<file path="config.mk">
export PLATFORM = sky130hd
export DESIGN_NAME = dram_refresh_seq
export DESIGN_NICKNAME = d
export VERILOG_FILES = /design/src/rtl/dram_seq_pkg.sv /design/src/rtl/seq_downcount.sv /design/src/rtl/refresh_pacer.sv /design/src/rtl/dram_refresh_seq.sv
export SDC_FILE = /design/constraint.sdc
export NUM_CORES = 1
export LEC_CHECK = 0
export BUFFER_PORTS_ARGS = -buffer_cell sky130_fd_sc_hd__clkbuf_2
export CELL_PAD_IN_SITES_DETAIL_PLACEMENT = 1
export CELL_PAD_IN_SITES_GLOBAL_PLACEMENT = 1
export CORE_MARGIN = 1
export CORE_UTILIZATION = 48
export DETAILED_ROUTE_END_ITERATION = 10
export GPL_ROUTABILITY_DRIVEN = 0
export PLACE_DENSITY = 0.81
export SLEW_MARGIN = 15
export SYNTH_ARGS = -nofsm -noshare
export SYNTH_HDL_FRONTEND = slang
export SYNTH_SLANG_ARGS = --single-unit
</file>
<file path="constraint.sdc">
create_clock -name clk -period 3.63 [get_ports clk]
set_clock_uncertainty 0.15 [all_clocks]
set_input_delay 0.5445 -clock clk [delete_from_list [all_inputs] [get_ports clk]]
set_output_delay 0.5445 -clock clk [all_outputs]
set_load 0.02 [all_outputs]
</file>
<file path="src/rtl/dram_seq_pkg.sv">
package dram_seq_pkg;

  typedef enum logic [2:0] {
    ST_PAUSE,
    ST_CSR,
    ST_RASLO,
    ST_PRE,
    ST_IDLE,
    ST_SR_CSR,
    ST_SR_HOLD,
    ST_SR_EXIT
  } seq_st_e;

  typedef enum logic [1:0] {
    K_INIT,
    K_PERIODIC,
    K_BURST
  } ref_kind_e;

  function automatic int unsigned max2(input int unsigned a, input int unsigned b);
    return (a > b) ? a : b;
  endfunction

  function automatic int unsigned width_for(input int unsigned n);
    return max2(1, $clog2(n + 1));
  endfunction

  // cycles between periodic refreshes; never below one
  function automatic int unsigned refresh_interval(input int unsigned period_cyc,
                                                   input int unsigned rows);
    return max2(1, period_cyc / rows);
  endfunction

  // row-strobe low time must cover both the active time and the CAS hold
  function automatic int unsigned ras_low_cyc(input int unsigned t_ras, input int unsigned t_chr);
    return max2(max2(t_ras, t_chr), 1);
  endfunction

endpackage

</file>
<file path="src/rtl/seq_downcount.sv">
module seq_downcount #(
  parameter int unsigned W       = 8,
  parameter int unsigned RST_VAL = 0
) (
  input  logic         clk,
  input  logic         rst_n,
  input  logic         load,
  input  logic         dec,
  input  logic [W-1:0] load_val,
  output logic [W-1:0] cnt,
  output logic         zero
);

  always_ff @(posedge clk) begin
    if (!rst_n)                 cnt <= W'(RST_VAL);
    else if (load)              cnt <= load_val;
    else if (dec && cnt != '0)  cnt <= cnt - 1'b1;
  end

  assign zero = (cnt == '0);

endmodule

</file>
<file path="src/rtl/refresh_pacer.sv">
module refresh_pacer #(
  parameter int unsigned INTERVAL = 1024,
  parameter int unsigned PEND_MAX = 4
) (
  input  logic clk,
  input  logic rst_n,
  input  logic run,
  input  logic take,
  output logic pending
);
  import dram_seq_pkg::*;

  localparam int unsigned CW = width_for(INTERVAL);
  localparam int unsigned PW = width_for(PEND_MAX);

  logic [CW-1:0] cnt;
  logic [PW-1:0] pend;
  logic          tick;

  assign tick = run && (cnt == CW'(INTERVAL - 1));

  always_ff @(posedge clk) begin
    if (!rst_n || !run) begin
      cnt  <= '0;
      pend <= '0;
    end else begin
      cnt <= tick ? '0 : cnt + 1'b1;
      if (tick && !take && pend != PW'(PEND_MAX))
        pend <= pend + 1'b1;
      else if (take && !tick && pend != '0)
        pend <= pend - 1'b1;
    end
  end

  assign pending = (pend != '0);

endmodule

</file>
<file path="src/rtl/dram_refresh_seq.sv">
module dram_refresh_seq #(
  parameter int unsigned PAUSE_CYC      = 20000,
  parameter int unsigned INIT_CYCLES    = 8,
  parameter int unsigned ROWS           = 1024,
  parameter int unsigned PERIOD_STD_CYC = 1600000,
  parameter int unsigned PERIOD_LP_CYC  = 12800000,
  parameter bit          LOW_POWER      = 1'b0,
  parameter int unsigned T_CSR          = 1,
  parameter int unsigned T_CHR          = 2,
  parameter int unsigned T_RAS          = 6,
  parameter int unsigned T_RP           = 5,
  parameter int unsigned SR_MIN_CYC     = 10000,
  parameter int unsigned T_CHS          = 5,
  parameter int unsigned PEND_MAX       = 4
) (
  input  logic clk,
  input  logic rst_n,
  input  logic sr_req,
  input  logic gnt,
  output logic ras_n,
  output logic cas_n,
  output logic we_n,
  output logic busy,
  output logic ready
);
  import dram_seq_pkg::*;

  localparam int unsigned PERIOD   = LOW_POWER ? PERIOD_LP_CYC : PERIOD_STD_CYC;
  localparam int unsigned INTERVAL = refresh_interval(PERIOD, ROWS);
  localparam int unsigned RAS_LOW  = ras_low_cyc(T_RAS, T_CHR);
  localparam int unsigned PRE_CYC  = max2(max2(T_RP, T_CSR), 1);
  localparam int unsigned CSR_CYC  = max2(T_CSR, 1);
  localparam int unsigned EXIT_CYC = max2(max2(T_CHS, T_RP), 1);
  localparam int unsigned SR_CYC   = max2(SR_MIN_CYC, 1);
  localparam int unsigned PAUSE_C  = max2(PAUSE_CYC, 1);
  localparam int unsigned MAXDUR   = max2(max2(PAUSE_C, SR_CYC),
                                          max2(max2(CSR_CYC, RAS_LOW), max2(PRE_CYC, EXIT_CYC)));
  localparam int unsigned TW       = width_for(MAXDUR);
  localparam int unsigned LW       = width_for(max2(ROWS, INIT_CYCLES));

  seq_st_e   st, nst;
  ref_kind_e kind, nkind;
  logic      ready_q, set_ready, clr_ready;

  logic          tmr_load, tmr_zero;
  logic [TW-1:0] tmr_val, tmr_cnt;
  logic          left_load, left_dec, left_zero;
  logic [LW-1:0] left_val, left_cnt;
  logic          pending, take;

  // named events brought out for the checker
  logic at_idle, in_self, hold_cas;
  assign at_idle  = (st == ST_IDLE);
  assign in_self  = (st == ST_SR_HOLD);
  assign hold_cas = (kind != K_PERIODIC) && !left_zero;

  seq_downcount #(.W(TW), .RST_VAL(PAUSE_C - 1)) u_tmr (
    .clk(clk), .rst_n(rst_n), .load(tmr_load), .dec(1'b1),
    .load_val(tmr_val), .cnt(tmr_cnt), .zero(tmr_zero)
  );

  seq_downcount #(.W(LW), .RST_VAL(0)) u_left (
    .clk(clk), .rst_n(rst_n), .load(left_load), .dec(left_dec),
    .load_val(left_val), .cnt(left_cnt), .zero(left_zero)
  );

  refresh_pacer #(.INTERVAL(INTERVAL), .PEND_MAX(PEND_MAX)) u_pacer (
    .clk(clk), .rst_n(rst_n), .run(ready_q), .take(take), .pending(pending)
  );

  always_comb begin
    nst       = st;
    nkind     = kind;
    tmr_load  = 1'b0;
    tmr_val   = '0;
    left_load = 1'b0;
    left_val  = '0;
    left_dec  = 1'b0;
    take      = 1'b0;
    set_ready = 1'b0;
    clr_ready = 1'b0;
    unique case (st)
      ST_PAUSE: if (tmr_zero) begin
        nst = ST_CSR; nkind = K_INIT;
        tmr_load = 1'b1; tmr_val = TW'(CSR_CYC - 1);
        left_load = 1'b1; left_val = LW'(INIT_CYCLES - 1);
      end
      ST_CSR: if (tmr_zero) begin
        nst = ST_RASLO; tmr_load = 1'b1; tmr_val = TW'(RAS_LOW - 1);
      end
      ST_RASLO: if (tmr_zero) begin
        nst = ST_PRE; tmr_load = 1'b1; tmr_val = TW'(PRE_CYC - 1);
      end
      ST_PRE: if (tmr_zero) begin
        if (!left_zero) begin
          nst = ST_RASLO; left_dec = 1'b1;
          tmr_load = 1'b1; tmr_val = TW'(RAS_LOW - 1);
        end else begin
          nst = ST_IDLE;
          set_ready = (kind != K_PERIODIC);
        end
      end
      ST_IDLE: if (gnt && sr_req) begin
        nst = ST_SR_CSR; clr_ready = 1'b1;
        tmr_load = 1'b1; tmr_val = TW'(CSR_CYC - 1);
      end else if (gnt && pending) begin
        nst = ST_CSR; nkind = K_PERIODIC; take = 1'b1;
        tmr_load = 1'b1; tmr_val = TW'(CSR_CYC - 1);
        left_load = 1'b1; left_val = '0;
      end
      ST_SR_CSR: if (tmr_zero) begin
        nst = ST_SR_HOLD; tmr_load = 1'b1; tmr_val = TW'(SR_CYC - 1);
      end
      ST_SR_HOLD: if (tmr_zero && !sr_req) begin
        nst = ST_SR_EXIT; tmr_load = 1'b1; tmr_val = TW'(EXIT_CYC - 1);
      end
      ST_SR_EXIT: if (tmr_zero) begin
        nst = ST_CSR; nkind = K_BURST;
        tmr_load = 1'b1; tmr_val = TW'(CSR_CYC - 1);
        left_load = 1'b1; left_val = LW'(ROWS - 1);
      end
      default: nst = ST_IDLE;
    endcase
  end

  always_ff @(posedge clk) begin
    if (!rst_n) begin
      st      <= ST_PAUSE;
      kind    <= K_INIT;
      ready_q <= 1'b0;
    end else begin
      st   <= nst;
      kind <= nkind;
      if (set_ready)      ready_q <= 1'b1;
      else if (clr_ready) ready_q <= 1'b0;
    end
  end

  assign ras_n = !(st == ST_RASLO || st == ST_SR_HOLD);
  assign cas_n = !(st == ST_CSR || st == ST_RASLO || st == ST_SR_CSR ||
                   st == ST_SR_HOLD || (st == ST_PRE && hold_cas));
  assign we_n  = 1'b1;
  assign busy  = !(at_idle && !pending && !sr_req);
  assign ready = ready_q;

endmodule

</file>
==> out/qor.txt, run 1 <==
Mean Syn Cell Area: 8.72 µm²
Total Routing Usage GR: 0.235
Worst-path clk slew: 0.09 ns
status: finished clean
commonest non-fill, non-tap cells in the layout: 46 x dfxtp_1, 39 x nor2_1, 18 x nand2_1
final core occ: 0.520
final WL: 6.57 mm
CP dominant cell by count: inv_1
1st-iter DRT viols: 76
Syn Inst Count: 321
CP endpoint kind: register
initial cell density of the core: 0.502
hold slack final: 0.334 ns
CP delay by family, top: simple AND/OR/NAND/NOR gates
Async S/R FF share, synth: 0
Worst-Skew Late Latency: 0.30 ns
Slew Limit Fails: 0
CTS H-Tree Depth: 2
Synth Area in Adders: 0.0474
PortBufs: 7
Die H: 78.4 µm
f_max: 321 MHz
clock buffer depth: 2
DP HPWL: 4.70 mm
Post-Synth XOR/XNOR Area: 0.0626
commonest non-fill, non-tap cell in the layout: dfxtp_1
post-cts resize count: 0
Pleak: 1.03 nW
Top Ports: 9
drt wl/cell: 16.9 µm
number of enable flip-flop cells after synthesis: 0
Critical Path Max Stage Delay: 0.45 ns
mux share of post-synthesis cell area: 0.0148
setup TNS: 0 ns
CTS sink cnt: 46
complex-gate fraction of the synthesized area: 0.215
synth unique cells: 70
Hold Crit Class: register to register
Worst Path Required: 3.67 ns
postcts setup bufs: 0
Worst slew margin: 0.403
Via density: 6.05
initial antenna violation count: 0
Layout area overhead: 3.58%
Primary FF master, synth: dfxtp_1
die area: 6140 µm²
Hold-fix buffers, CTS: 0
Crit Path Class: register to register
CTS tree: done
antenna-violating nets left: 0
first-pass GRT wire length: 11.5 mm
chip width: 78.4 µm
final hold viol count: 0
Peak VDD IR: 122 µV
Fillers: 679
Mapped Area: 2800 µm²
area of the core: 5570 µm²
via count of the first global-routing pass: 2305
Slowest-stage cell, CP: dfxtp_1
fin crit share: 0.859
simple-gate area share of the yosys netlist: 0.276
DR pass1 iterations: 4
layout cells sized above 1: 0.104
largest net degree at the start of global routing: 34
number of buffer and inverter stages on the critical path: 3
gr ovfl total: 0
unrepaired setup endpoints after global routing: no
setup violators final: 0
final antenna diode count: 0
drt drc: 0
Final nets: 331
crit path max fanout: 10
Vias: 2355
Yosys Warn Count: 0
Power Density: 291 nW/µm²
post-synthesis sequential area ratio: 0.329
CTS Buf Count: 5
Worst-Margin Slew: 0.892 ns
CP Cell Sequence: inv_1 > ha_1 > and2_1 > and4b_1 > a211oi_1 > inv_1 > fa_1 > inv_1 > nor3_1 > a211o_1 > nor3b_1
Post-Syn Nets: 335
largest family of logic cells by synthesized area: simple AND/OR/NAND/NOR gates
Max Cap Violations: 0
Worst EP arrival: 3.16 ns
minimum clock period after layout: 3.12 ns
Synth Register Bits: 46
critical path startpoint category: register
num rows: 27
CTS root buffer: clkbuf_8
## state kept, by name, indices dropped and copies added (netlist names)
name	flops
st	3
u_tmr.cnt	15
u_pacer.cnt	11
u_left.cnt	11
kind	2
u_pacer.pend	3
ready	1
## through the flow
step	area, µm²	total power, mW	setup WS (ns)	instances
after floorplan	2800	0.539	0.808	321
after global placement	2820	0.544	0.765	382
after detailed placement	2820	0.545	0.532	382
after CTS	2900	0.850	0.525	389
after global routing	2900	0.882	0.306	389
final	2900	0.843	0.512	389
## metal layers
layer | global-route usage | part of all wire | wire, µm | up-vias
met2 | 0.404 | 0.48 | 3160 | 20
met5 | 0 | 0 | 0 | -
met4 | 0.0500 | 0.0084 | 55 | 0
met1 | 0.314 | 0.50 | 3250 | 1153
li1 | - | - | - | 1177
met3 | 0.0314 | 0.014 | 95 | 5
## path summary, 6_finish.rpt
check	startpoint	end	slack [ns]	cells past startpoint
worst min register to register	u_pacer.cnt[0]$_SDFF_PP0_	u_pacer.cnt[0]$_SDFF_PP0_	0.33	1
worst max register to register	st[0]$_SDFFE_PN0P_	u_pacer.pend[2]$_SDFFE_PP0P_	0.51	11
worst max-delay path	st[0]$_SDFFE_PN0P_	u_pacer.pend[2]$_SDFFE_PP0P_	0.51	11
worst min-delay path	u_pacer.cnt[0]$_SDFF_PP0_	u_pacer.cnt[0]$_SDFF_PP0_	0.33	1
## cell families after synthesis
logic type | after synthesis
mux | 4
buf+inv | 31
flops | 46
xor+xnor | 20
fa+ha+maj | 10
simple gates | 130
other cells | 1
compound gates | 79
## power by group
| part | leakage, nW | internal [mW] | switching, mW |
|---|---|---|---|
| Clock | 0.0438 | 0.130 | 0.179 |
| Sequential | 0.371 | 0.507 | 0.00425 |
| Combinational | 0.611 | 0.00830 | 0.0144 |
| Total | 1.03 | 0.645 | 0.198 |
## worst reg2reg max path: stages, from the launching register on
cell and delay (ns):
dfxtp_1 0.45, inv_1 0.12, ha_1 0.32, and2_1 0.26, and4b_1 0.29, a211oi_1 0.34, inv_1 0.12, fa_1 0.39
inv_1 0.11, nor3_1 0.08, a211o_1 0.27, nor3b_1 0.13
## cells in the mapped netlist (all sizes together), types with 4 or more instances
| cell type | instances | area, µm² |
|---|---|---|
| inv | 13 | 48.8 |
| clkbuf | 11 | 41.3 |
| nor2 | 39 | 146 |
| xnor2 | 10 | 87.6 |
| and2 | 7 | 43.8 |
| a31oi | 8 | 50.1 |
| o21ai | 12 | 60.1 |
| nor4 | 6 | 80.1 |
| a21oi | 11 | 55.1 |
| xor2 | 10 | 87.6 |
| o221a | 8 | 90.1 |
| nand3 | 12 | 60.1 |
| ha | 9 | 113 |
| nand4 | 6 | 37.5 |
| dfxtp | 46 | 921 |
| o21a | 4 | 30.0 |
| nor3 | 8 | 51.3 |
| o22a | 7 | 61.3 |
| nand2 | 18 | 67.6 |
| nor3b | 4 | 30.0 |
| buf | 7 | 62.6 |
## cell type report
cell class / instances / area, µm² / area share
sequential: 46 / 921 / 0.318
multi-input combinational: 244 / 1730 / 0.595
clock buffer: 5 / 68.8 / 0.0237
inverter: 13 / 48.8 / 0.0168
timing repair buffer: 7 / 35.0 / 0.0121
tap: 72 / 90.1 / 0.0311
clock inverter: 2 / 10.0 / 0.00345
Power figures use the tool's default switching activity.
==> run 2, diff against run 1 <==
- GPL_TIMING_DRIVEN: not set -> 0
==> out/qor.txt, run 2 (synthesis results as in run 1) <==
Worst Path Required: 3.67 ns (about the same)
CTS Buf Count: 5 (unchanged)
Max Cap Violations: 0 (unchanged)
Top Ports: 9 (unchanged)
reg2reg start: st[1]$_SDFFE_PN0P_
DR pass1 iterations: 4 (unchanged)
Worst EP arrival: 3.23 ns (+0.07 ns)
Hold Crit Class: register to register
Worst slew margin: 0.471 (+0.0683)
status: finished clean
Worst setup startpoint: st[1]$_SDFFE_PN0P_
Pleak: 1.07 nW (+4.4%)
antenna-violating nets left: 0 (unchanged)
area of the core: 5570 µm² (unchanged)
Hold-fix buffers, CTS: 0 (unchanged)
Power Density: 286 nW/µm² (-1.6%)
via count of the first global-routing pass: 2521 (+9.4%)
final WL: 7.14 mm (+8.7%)
initial antenna violation count: 0 (unchanged)
Vias: 2465 (+4.7%)
drt drc: 0 (unchanged)
CTS H-Tree Depth: 2 (unchanged)
Crit Path Class: register to register
Fillers: 676 (-0.44%)
largest net degree at the start of global routing: 16 (-53%)
Final nets: 347 (+4.8%)
minimum clock period after layout: 3.18 ns (+0.0639 ns)
Worst-path clk slew: 0.09 ns (about the same)
DP HPWL: 5.27 mm (+12%)
commonest non-fill, non-tap cell in the layout: dfxtp_1
hold slack final: 0.318 ns (-0.0155 ns)
first-pass GRT wire length: 12.2 mm (+6.4%)
post-cts resize count: 0 (unchanged)
unrepaired setup endpoints after global routing: no
setup TNS: 0 ns (unchanged)
Peak VDD IR: 127 µV (+4.1%)
gr ovfl total: 0 (unchanged)
postcts setup bufs: 0 (unchanged)
clock buffer depth: 2 (unchanged)
1st-iter DRT viols: 78 (+2.6%)
largest registers: u_tmr.cnt: 15 flops, u_left.cnt: 11 flops, u_pacer.cnt: 11 flops
fin crit share: 0.877 (+0.0176)
Worst-Skew Late Latency: 0.30 ns (about the same)
CTS root buffer: clkbuf_8
CTS sink cnt: 46 (unchanged)
Via density: 6.07 (+0.29%)
layout cells sized above 1: 0.117 (+0.0127)
Worst-Margin Slew: 0.782 ns (-0.110 ns)
crit path max fanout: 10 (unchanged)
die area: 6140 µm² (unchanged)
Layout area overhead: 7.33%
critical path startpoint category: register
HP Start: u_pacer.cnt[0]$_SDFF_PP0_
drt wl/cell: 17.6 µm (+4.2%)
commonest non-fill, non-tap cells in the layout: 46 x dfxtp_1, 39 x nor2_1, 18 x nand2_1
Pwr Total: 859 µW (+1.9%)
setup violators final: 0 (unchanged)
CP endpoint kind: register
num rows: 27 (unchanged)
Total Routing Usage GR: 0.253 (+0.0173)
Top reg by flops: u_tmr.cnt
f_max: 314 MHz (-2.0%)
Die H: 78.4 µm (unchanged)
final hold viol count: 0 (unchanged)
CTS tree: done
final antenna diode count: 0 (unchanged)
Slew Limit Fails: 0 (unchanged)
Largest register FFs: 15 (unchanged)
PortBufs: 5 (-2)
initial cell density of the core: 0.502 (unchanged)
chip width: 78.4 µm (unchanged)
run 2: changes by cell type in the layout (fill, tap and decap cells not counted), sizes merged:
cell,previous run,this run
buf,0,7
clkbuf,12,21
clkinvlp,0,1
run 2: worst paths after layout:
| path | slack (ns) | endpoint | cells past startpoint |
|---|---|---|---|
| setup / recovery | 0.45 | u_pacer.pend[2]$_SDFFE_PP0P_ | 13 |
| hold / removal | 0.32 | u_pacer.cnt[0]$_SDFF_PP0_ | 1 |
| setup reg to reg | 0.45 | u_pacer.pend[2]$_SDFFE_PP0P_ | 13 |
| hold reg to reg | 0.32 | u_pacer.cnt[0]$_SDFF_PP0_ | 1 |
run 2: report_power, final:
part	total [mW]	switching [mW]	internal, mW
Clock	0.323	0.187	0.136
Combinational	0.0254	0.0161	0.00926
Sequential	0.511	0.00370	0.507
run 2: through the flow:
| stage | cells | util | setup slack, ns | cell area, µm² |
|---|---|---|---|---|
| after CTS | 406 | 0.539 | 0.445 | 3000 |
| after global routing | 406 | 0.539 | 0.194 | 3000 |
| final | 406 | 0.539 | 0.448 | 3000 |
| after global placement | 398 | 0.523 | 0.578 | 2910 |
| after detailed placement | 398 | 0.523 | 0.467 | 2910 |
| after floorplan | 321 | - | 0.808 | 2800 |
run 2: cell type report:
| class | instances | area [µm²] | share of cell area |
|---|---|---|---|
| inverters | 13 | 48.8 | 0.0162 |
| clock inverters | 3 | 21.3 | 0.00708 |
| well taps | 72 | 90.1 | 0.0300 |
| flip-flops and latches | 46 | 921 | 0.307 |
| clock buffers | 5 | 68.8 | 0.0229 |
| repair buffers | 5 | 25.0 | 0.00833 |
| multi-input cells | 244 | 1730 | 0.574 |
| plain buffers | 18 | 104 | 0.0346 |
run 2: critical path, stage by stage (launching register included):
cell	delay, ns
dfxtp_1	0.45
inv_1	0.11
ha_1	0.19
clkbuf_1	0.22
and2_1	0.27
and4b_1	0.20
buf_6	0.14
a211oi_1	0.28
inv_1	0.09
fa_1	0.36
inv_1	0.10
nor3_1	0.08
a211o_1	0.28
nor3b_1	0.14
run 2: routing by layer:
| metal | up-vias | wire length (µm) | global-route usage |
|---|---|---|---|
| met4 | 0 | 92 | 0.0852 |
| met5 | - | 0 | 0 |
| met1 | 1205 | 3320 | 0.309 |
| li1 | 1205 | - | - |
| met2 | 45 | 3500 | 0.440 |
| met3 | 10 | 229 | 0.0500 |
